==> config.mk <==
export PLATFORM = sky130hd
export DESIGN_NAME = elem_step_skipper
export DESIGN_NICKNAME = d
export VERILOG_FILES = /design/src/rtl/elem_skip_pkg.sv /design/src/rtl/pred_mask_select.sv /design/src/rtl/step_scanner.sv /design/src/rtl/elem_step_skipper.sv
export SDC_FILE = /design/constraint.sdc
export NUM_CORES = 1
export LEC_CHECK = 0
export BUFFER_PORTS_ARGS = -buffer_cell sky130_fd_sc_hd__buf_2
export CORE_AREA = 2 2 155 157
export CTS_CLUSTER_DIAMETER = 100
export DETAILED_ROUTE_END_ITERATION = 16
export DIE_AREA = 0 0 157 159
export PLACE_DENSITY_LB_ADDON = 0.1
export SKIP_CTS_REPAIR_TIMING = 1
export SLEW_MARGIN = 20
export SYNTH_ARGS = -nofsm -noshare
export SYNTH_HDL_FRONTEND = slang
export SYNTH_HIERARCHICAL = 1
export SYNTH_SLANG_ARGS = --single-unit
==> constraint.sdc <==
create_clock -name clk -period 4.8 [get_ports clk]
set_clock_uncertainty 0.15 [all_clocks]
set_input_delay 0.48 -clock clk [delete_from_list [all_inputs] [get_ports clk]]
set_output_delay 0.48 -clock clk [all_outputs]
set_load 0.05 [all_outputs]
==> src/rtl/elem_skip_pkg.sv <==
package elem_skip_pkg;

    parameter int MASK_W = 64;
    parameter int STEP_W = 7;
    localparam int SIDES = 2;
    localparam int SIDE_SRC = 0;
    localparam int SIDE_DST = 1;

    typedef logic [STEP_W-1:0] step_t;
    typedef logic [MASK_W-1:0] mask_t;

    typedef enum logic [1:0] {
        PM_NONE = 2'b00,
        PM_INT  = 2'b01,
        PM_CR   = 2'b10,
        PM_RSVD = 2'b11
    } pmode_e;

    typedef enum logic {
        ST_IDLE = 1'b0,
        ST_SCAN = 1'b1
    } skip_state_e;

    typedef struct packed {
        step_t step;
        logic  zero;
    } side_res_t;

    // Mask bit at an element position; positions past the mask width read as 0.
    function automatic logic mask_bit(input mask_t m, input step_t idx);
        mask_t shifted;
        shifted = m >> idx;
        return (int'(idx) < MASK_W) ? shifted[0] : 1'b0;
    endfunction

    // Ones in every position below the vector length.
    function automatic mask_t below_vl(input step_t vl);
        if (int'(vl) >= MASK_W)
            return '1;
        return (mask_t'(1) << vl) - mask_t'(1);
    endfunction

endpackage

==> src/rtl/pred_mask_select.sv <==
module pred_mask_select
    import elem_skip_pkg::*;
(
    input  pmode_e mode,
    input  logic   twin,
    input  step_t  vl,
    input  mask_t  int_src,
    input  mask_t  int_dst,
    input  mask_t  cr_src,
    input  mask_t  cr_dst,
    output mask_t  src_mask,
    output mask_t  dst_mask
);

    mask_t cr_window;

    always_comb begin
        cr_window = below_vl(vl);
        unique case (mode)
            PM_INT: begin
                dst_mask = int_dst;
                src_mask = twin ? int_src : int_dst;
            end
            PM_CR: begin
                dst_mask = cr_dst & cr_window;
                src_mask = (twin ? cr_src : cr_dst) & cr_window;
            end
            default: begin
                dst_mask = '1;
                src_mask = '1;
            end
        endcase
    end

endmodule

==> src/rtl/step_scanner.sv <==
module step_scanner
    import elem_skip_pkg::*;
(
    input  logic      clk,
    input  logic      rst,
    input  logic      load,
    input  step_t     step_in,
    input  mask_t     mask_in,
    input  logic      zero_en_in,
    input  step_t     vl_in,
    output side_res_t res,
    output logic      fin
);

    step_t idx_q;
    step_t vl_q;
    mask_t mask_q;
    logic  zen_q;
    logic  cur_bit;

    always_comb begin
        cur_bit  = mask_bit(mask_q, idx_q);
        fin      = zen_q || (idx_q >= vl_q) || cur_bit;
        res.step = idx_q;
        res.zero = zen_q && !cur_bit;
    end

    always_ff @(posedge clk) begin
        if (rst) begin
            idx_q  <= '0;
            vl_q   <= '0;
            mask_q <= '0;
            zen_q  <= 1'b0;
        end else if (load) begin
            idx_q  <= step_in;
            vl_q   <= vl_in;
            mask_q <= mask_in;
            zen_q  <= zero_en_in;
        end else if (!fin) begin
            idx_q  <= idx_q + step_t'(1);
        end
    end


    idx_no_retreat_chk: assert property (@(posedge clk) disable iff (rst)
        !load |=> idx_q >= $past(idx_q));


    zero_side_still_chk: assert property (@(posedge clk) disable iff (rst)
        (zen_q && !load) |=> $stable(idx_q));


    sentinel_bound_chk: assert property (@(posedge clk) disable iff (rst)
        (!load && idx_q < vl_q) |=> idx_q <= vl_q);

endmodule

==> src/rtl/elem_step_skipper.sv <==
module elem_step_skipper
    import elem_skip_pkg::*;
(
    input  logic        clk,
    input  logic        rst,
    input  logic        start_i,
    input  logic [6:0]  src_step_i,
    input  logic [6:0]  dst_step_i,
    input  logic [6:0]  vl_i,
    input  logic [1:0]  pred_mode_i,
    input  logic        twin_i,
    input  logic        src_zero_en_i,
    input  logic        dst_zero_en_i,
    input  logic [63:0] int_src_mask_i,
    input  logic [63:0] int_dst_mask_i,
    input  logic [63:0] cr_src_mask_i,
    input  logic [63:0] cr_dst_mask_i,
    output logic        busy_o,
    output logic        done_o,
    output logic [6:0]  src_step_o,
    output logic [6:0]  dst_step_o,
    output logic        src_zero_o,
    output logic        dst_zero_o,
    output logic        end_o
);

    skip_state_e state_q;
    logic        accept;
    logic        all_fin;
    step_t       vl_q;
    mask_t       sel_src, sel_dst;
    side_res_t   side_res [SIDES];
    logic        side_fin [SIDES];
    side_res_t   out_src_q, out_dst_q;
    logic        end_q, done_q;

    assign accept  = start_i && (state_q == ST_IDLE);
    assign all_fin = side_fin[SIDE_SRC] && side_fin[SIDE_DST];

    pred_mask_select u_sel (
        .mode     (pmode_e'(pred_mode_i)),
        .twin     (twin_i),
        .vl       (vl_i),
        .int_src  (int_src_mask_i),
        .int_dst  (int_dst_mask_i),
        .cr_src   (cr_src_mask_i),
        .cr_dst   (cr_dst_mask_i),
        .src_mask (sel_src),
        .dst_mask (sel_dst)
    );

    for (genvar g = 0; g < SIDES; g++) begin : g_side
        step_scanner u_scan (
            .clk        (clk),
            .rst        (rst),
            .load       (accept),
            .step_in    ((g == SIDE_SRC) ? src_step_i : dst_step_i),
            .mask_in    ((g == SIDE_SRC) ? sel_src : sel_dst),
            .zero_en_in ((g == SIDE_SRC) ? src_zero_en_i : dst_zero_en_i),
            .vl_in      (vl_i),
            .res        (side_res[g]),
            .fin        (side_fin[g])
        );
    end

    always_ff @(posedge clk) begin
        if (rst) begin
            state_q   <= ST_IDLE;
            vl_q      <= '0;
            out_src_q <= '0;
            out_dst_q <= '0;
            end_q     <= 1'b0;
            done_q    <= 1'b0;
        end else if (accept) begin
            state_q <= ST_SCAN;
            vl_q    <= vl_i;
            done_q  <= 1'b0;
        end else if (state_q == ST_SCAN && all_fin) begin
            state_q   <= ST_IDLE;
            done_q    <= 1'b1;
            out_src_q <= side_res[SIDE_SRC];
            out_dst_q <= side_res[SIDE_DST];
            end_q     <= (side_res[SIDE_SRC].step == vl_q) ||
                         (side_res[SIDE_DST].step == vl_q) ||
                         (vl_q == '0);
        end
    end

    assign busy_o     = (state_q == ST_SCAN);
    assign done_o     = done_q;
    assign src_step_o = out_src_q.step;
    assign dst_step_o = out_dst_q.step;
    assign src_zero_o = out_src_q.zero;
    assign dst_zero_o = out_dst_q.zero;
    assign end_o      = end_q;


    busy_done_excl_chk: assert property (@(posedge clk) disable iff (rst)
        $onehot0({busy_o, done_o}));


    result_hold_chk: assert property (@(posedge clk) disable iff (rst)
        (done_o && !start_i) |=> (done_o && $stable(src_step_o) &&
                                  $stable(dst_step_o) && $stable(end_o) &&
                                  $stable(src_zero_o) && $stable(dst_zero_o)));


    busy_start_ignored_chk: assert property (@(posedge clk) disable iff (rst)
        (busy_o && start_i) |=> (busy_o || done_o));


    zero_length_end_chk: assert property (@(posedge clk) disable iff (rst)
        ($rose(done_o) && vl_q == '0) |-> end_o);


    sentinel_end_chk: assert property (@(posedge clk) disable iff (rst)
        ($rose(done_o) && (src_step_o == vl_q || dst_step_o == vl_q)) |-> end_o);

endmodule

==> results_dict.tcl <==
set metrics [dict create \
    status "finished, final reports clean" \
    synth_area_leaders "dfxtp_1 (28%), mux2i_1 (16%), mux2_2 (6.8%)" \
    worst_pin_slew_ns 1.10 \
    p_comb_share_pct 32.5 \
    routabilityCongestion 0.973 \
    max_freq_mhz 293 \
    hold_violations 0 \
    wl_met3_mm 3.16 \
    dieArea_um2 25000 \
    num_vias 13400 \
    overflow 0 \
    ys_ff_latch 184 \
    final_layout_size_suffix_gt1_share_pct 27.6 \
    min_path_type "in -> reg" \
    drt-met1-wl_mm 19.7 \
    layout.nets 2090 \
    ios 304 \
    cts_buffer_depth 2 \
    slew_viol_final 0 \
    cts_made_buffers 17 \
    grt_pass1_wl_mm 74.5 \
    die_w_um 157 \
    grt_max_degree 107 \
    power_density_nw_per_um2 316 \
    grt_pass1_vias 12700 \
    antenna_found_initial 0 \
    vdd_ir_drop_max_uv 199 \
    core_area_um2 23200 \
    cap_violations 0 \
    rows 56 \
    synth_area_leader_cell "dfxtp_1" \
    worstPathRequired_ns 4.92 \
    synth-edff-count 0 \
    critPathCaptureType "flop" \
    crit_fanout 8 \
    htree_levels 4 \
    ant_nets 0 \
    avgSynthCellArea_um2 8.47 \
    netlist-cell-type-count 73 \
    async_reset_ff_share_pct 0 \
    port_buffers 303 \
    wirelength_mm 49.3 \
    setup_violations 0 \
    ys_seq_area_share_pct 27.6 \
    post_drt_via_cell_ratio 6.31 \
    cts_sinks 184 \
    start_kind "flop" \
    maxSlewHeadroom_pct 25.8 \
    fin_worst_hold_slack_ns 0.122 \
    synthFlopType "dfxtp_1" \
    synth_commonest_cells "mux2i_1 (207), nor2_1 (192), dfxtp_1 (184), a21oi_1 (133)" \
    crit_arrival_ns 3.53 \
    fin_tns_setup_ns 0 \
    path_clk_slew_ns 0.08 \
    highest_layer "met4" \
    multi_input_area_um2 8840 \
    netlist_area_um2 13300 \
    grtUsageTotal_pct 38.9 \
    synth_top_area_share_pct 27.6 \
    synthMostInstantiatedCell "mux2i_1" \
    syn-num-nets 1879 \
    drtPass1Iterations 6 \
    swShare_pct 36.3 \
    cts-root-buf "clkbuf_16" \
    wl_per_cell_um 23.3 \
    clock_latency_ns 0.44 \
    intPower_w 0.00313 \
    seq_area_um2 3680 \
    met2_length_mm 23.4 \
    leakage_nw 6.65 \
    seqPwrFrac_pct 37.6 \
    dr.first_iter.drc_count 1344 \
    yosysWarnings 6 \
    period_share_pct 71.2 \
    fp.dieH_um 159 \
    drc 0 \
    clockPowerShare_pct 29.9 \
    nFillCells 1983 \
    finalCriticalPeriod_ns 3.42 \
    grt_setup_unrepaired "no" \
    worst-setup-path-type "reg -> reg" \
    start_util_pct 57.5 \
    area_growth_pct 16.5 \
    cts_tree "built" \
    synthCells 1575 \
    dp_hpwl_mm 37.3 \
    p_sw_w 0.00178 \
]
## layer usage
layer / global-route usage (%) / vias up
met1: 49.1 / 6395
met4: 21.6 / 0
met3: 5.23 / 121
met2: 63.9 / 645
met5: 0 / -
li1: - / 6211
## kinds of logic after synthesis
group	count (synthesis)	share of synthesized area [%]
buf+inv	200	6.31
flops	184	27.6
fa+ha+maj	19	1.78
simple gates	423	14.3
mux	321	28.4
compound gates	399	19.8
xor+xnor	29	1.90
## power groups by stage
stage	Sequential, W	Clock, W	Combinational, W
2_1_floorplan	0.00183	0	0.00110
3_3_place_gp	0.00188	0	0.00154
3_5_place_dp	0.00188	0	0.00157
4_1_cts	0.00185	0.00148	0.00157
5_1_grt	0.00186	0.00155	0.00172
6_report	0.00185	0.00147	0.00159
## state kept, by name (all words and copies together), names as in the netlist
signal / cells
g_side.u_scan/mask_q: 128
g_side.u_scan/idx_q: 14
g_side.u_scan/vl_q: 14
dst_step_o: 7
src_step_o: 7
vl_q: 7
g_side.u_scan/zen_q: 2
busy_o: 1
done_o: 1
dst_zero_o: 1
end_o: 1
src_zero_o: 1
## per-stage QoR
step                      total power [W]  instances  setup slack [ns]  area [um^2]  utilization (%)
after global routing              0.00513       2118              1.21        15500             67.0
after CTS                         0.00490       2118              1.47        15500             67.0
final                             0.00491       2119              1.38        15500             67.0
after detailed placement          0.00345       2086              1.27        14900             64.4
after global placement            0.00342       2086              1.35        14900             64.4
after floorplan                   0.00292       1575              1.70        13300                -
## worst max-delay path: stages, from the launching register on
cell       delay, ns
dfxtp_1         0.67
buf_4           0.29
mux4_2          0.51
a31oi_1         0.17
a311oi_1        0.12
a2bb2oi_2       0.27
o2111ai_1       0.19
xor2_1          0.17
a211oi_1        0.67
## final timing paths
check                                 start                        end  cells after the start  slack (ns)
setup reg to reg  g_side[1].u_scan/idx_q[0]  g_side[1].u_scan/idx_q[2]                      8        1.38
hold / removal                dst_zero_en_i     g_side[1].u_scan/zen_q                      3        0.12
setup / recovery  g_side[1].u_scan/idx_q[0]  g_side[1].u_scan/idx_q[2]                      8        1.38
hold reg to reg               src_step_o[0]              src_step_o[0]                      2        0.31
## layout by cell type (no fill, tap or decap), types with 17 or more instances in the layout
master     instances
a21oi_1          133
a221o_1           37
buf_2            301
buf_4             29
clkbuf_16         17
dfxtp_1          184
ha_1              17
inv_1             55
mux2_2            80
mux2i_1          207
mux4_2            22
nand2_1           97
nand3_1           38
nor2_1           192
o21ai_0           97
o31ai_1           25
## cell type report
type                    instances  share of cell area (%)
flip-flops and latches        184                    23.7
well taps                     319                    2.57
repair buffers                334                    11.5
clock inverters                14                    1.14
diodes                          1                  0.0161
inverters                      58                    1.45
multi-input cells            1191                    56.9
clock buffers                  18                    2.76
Note: power is estimated with default switching activity, not from simulation.
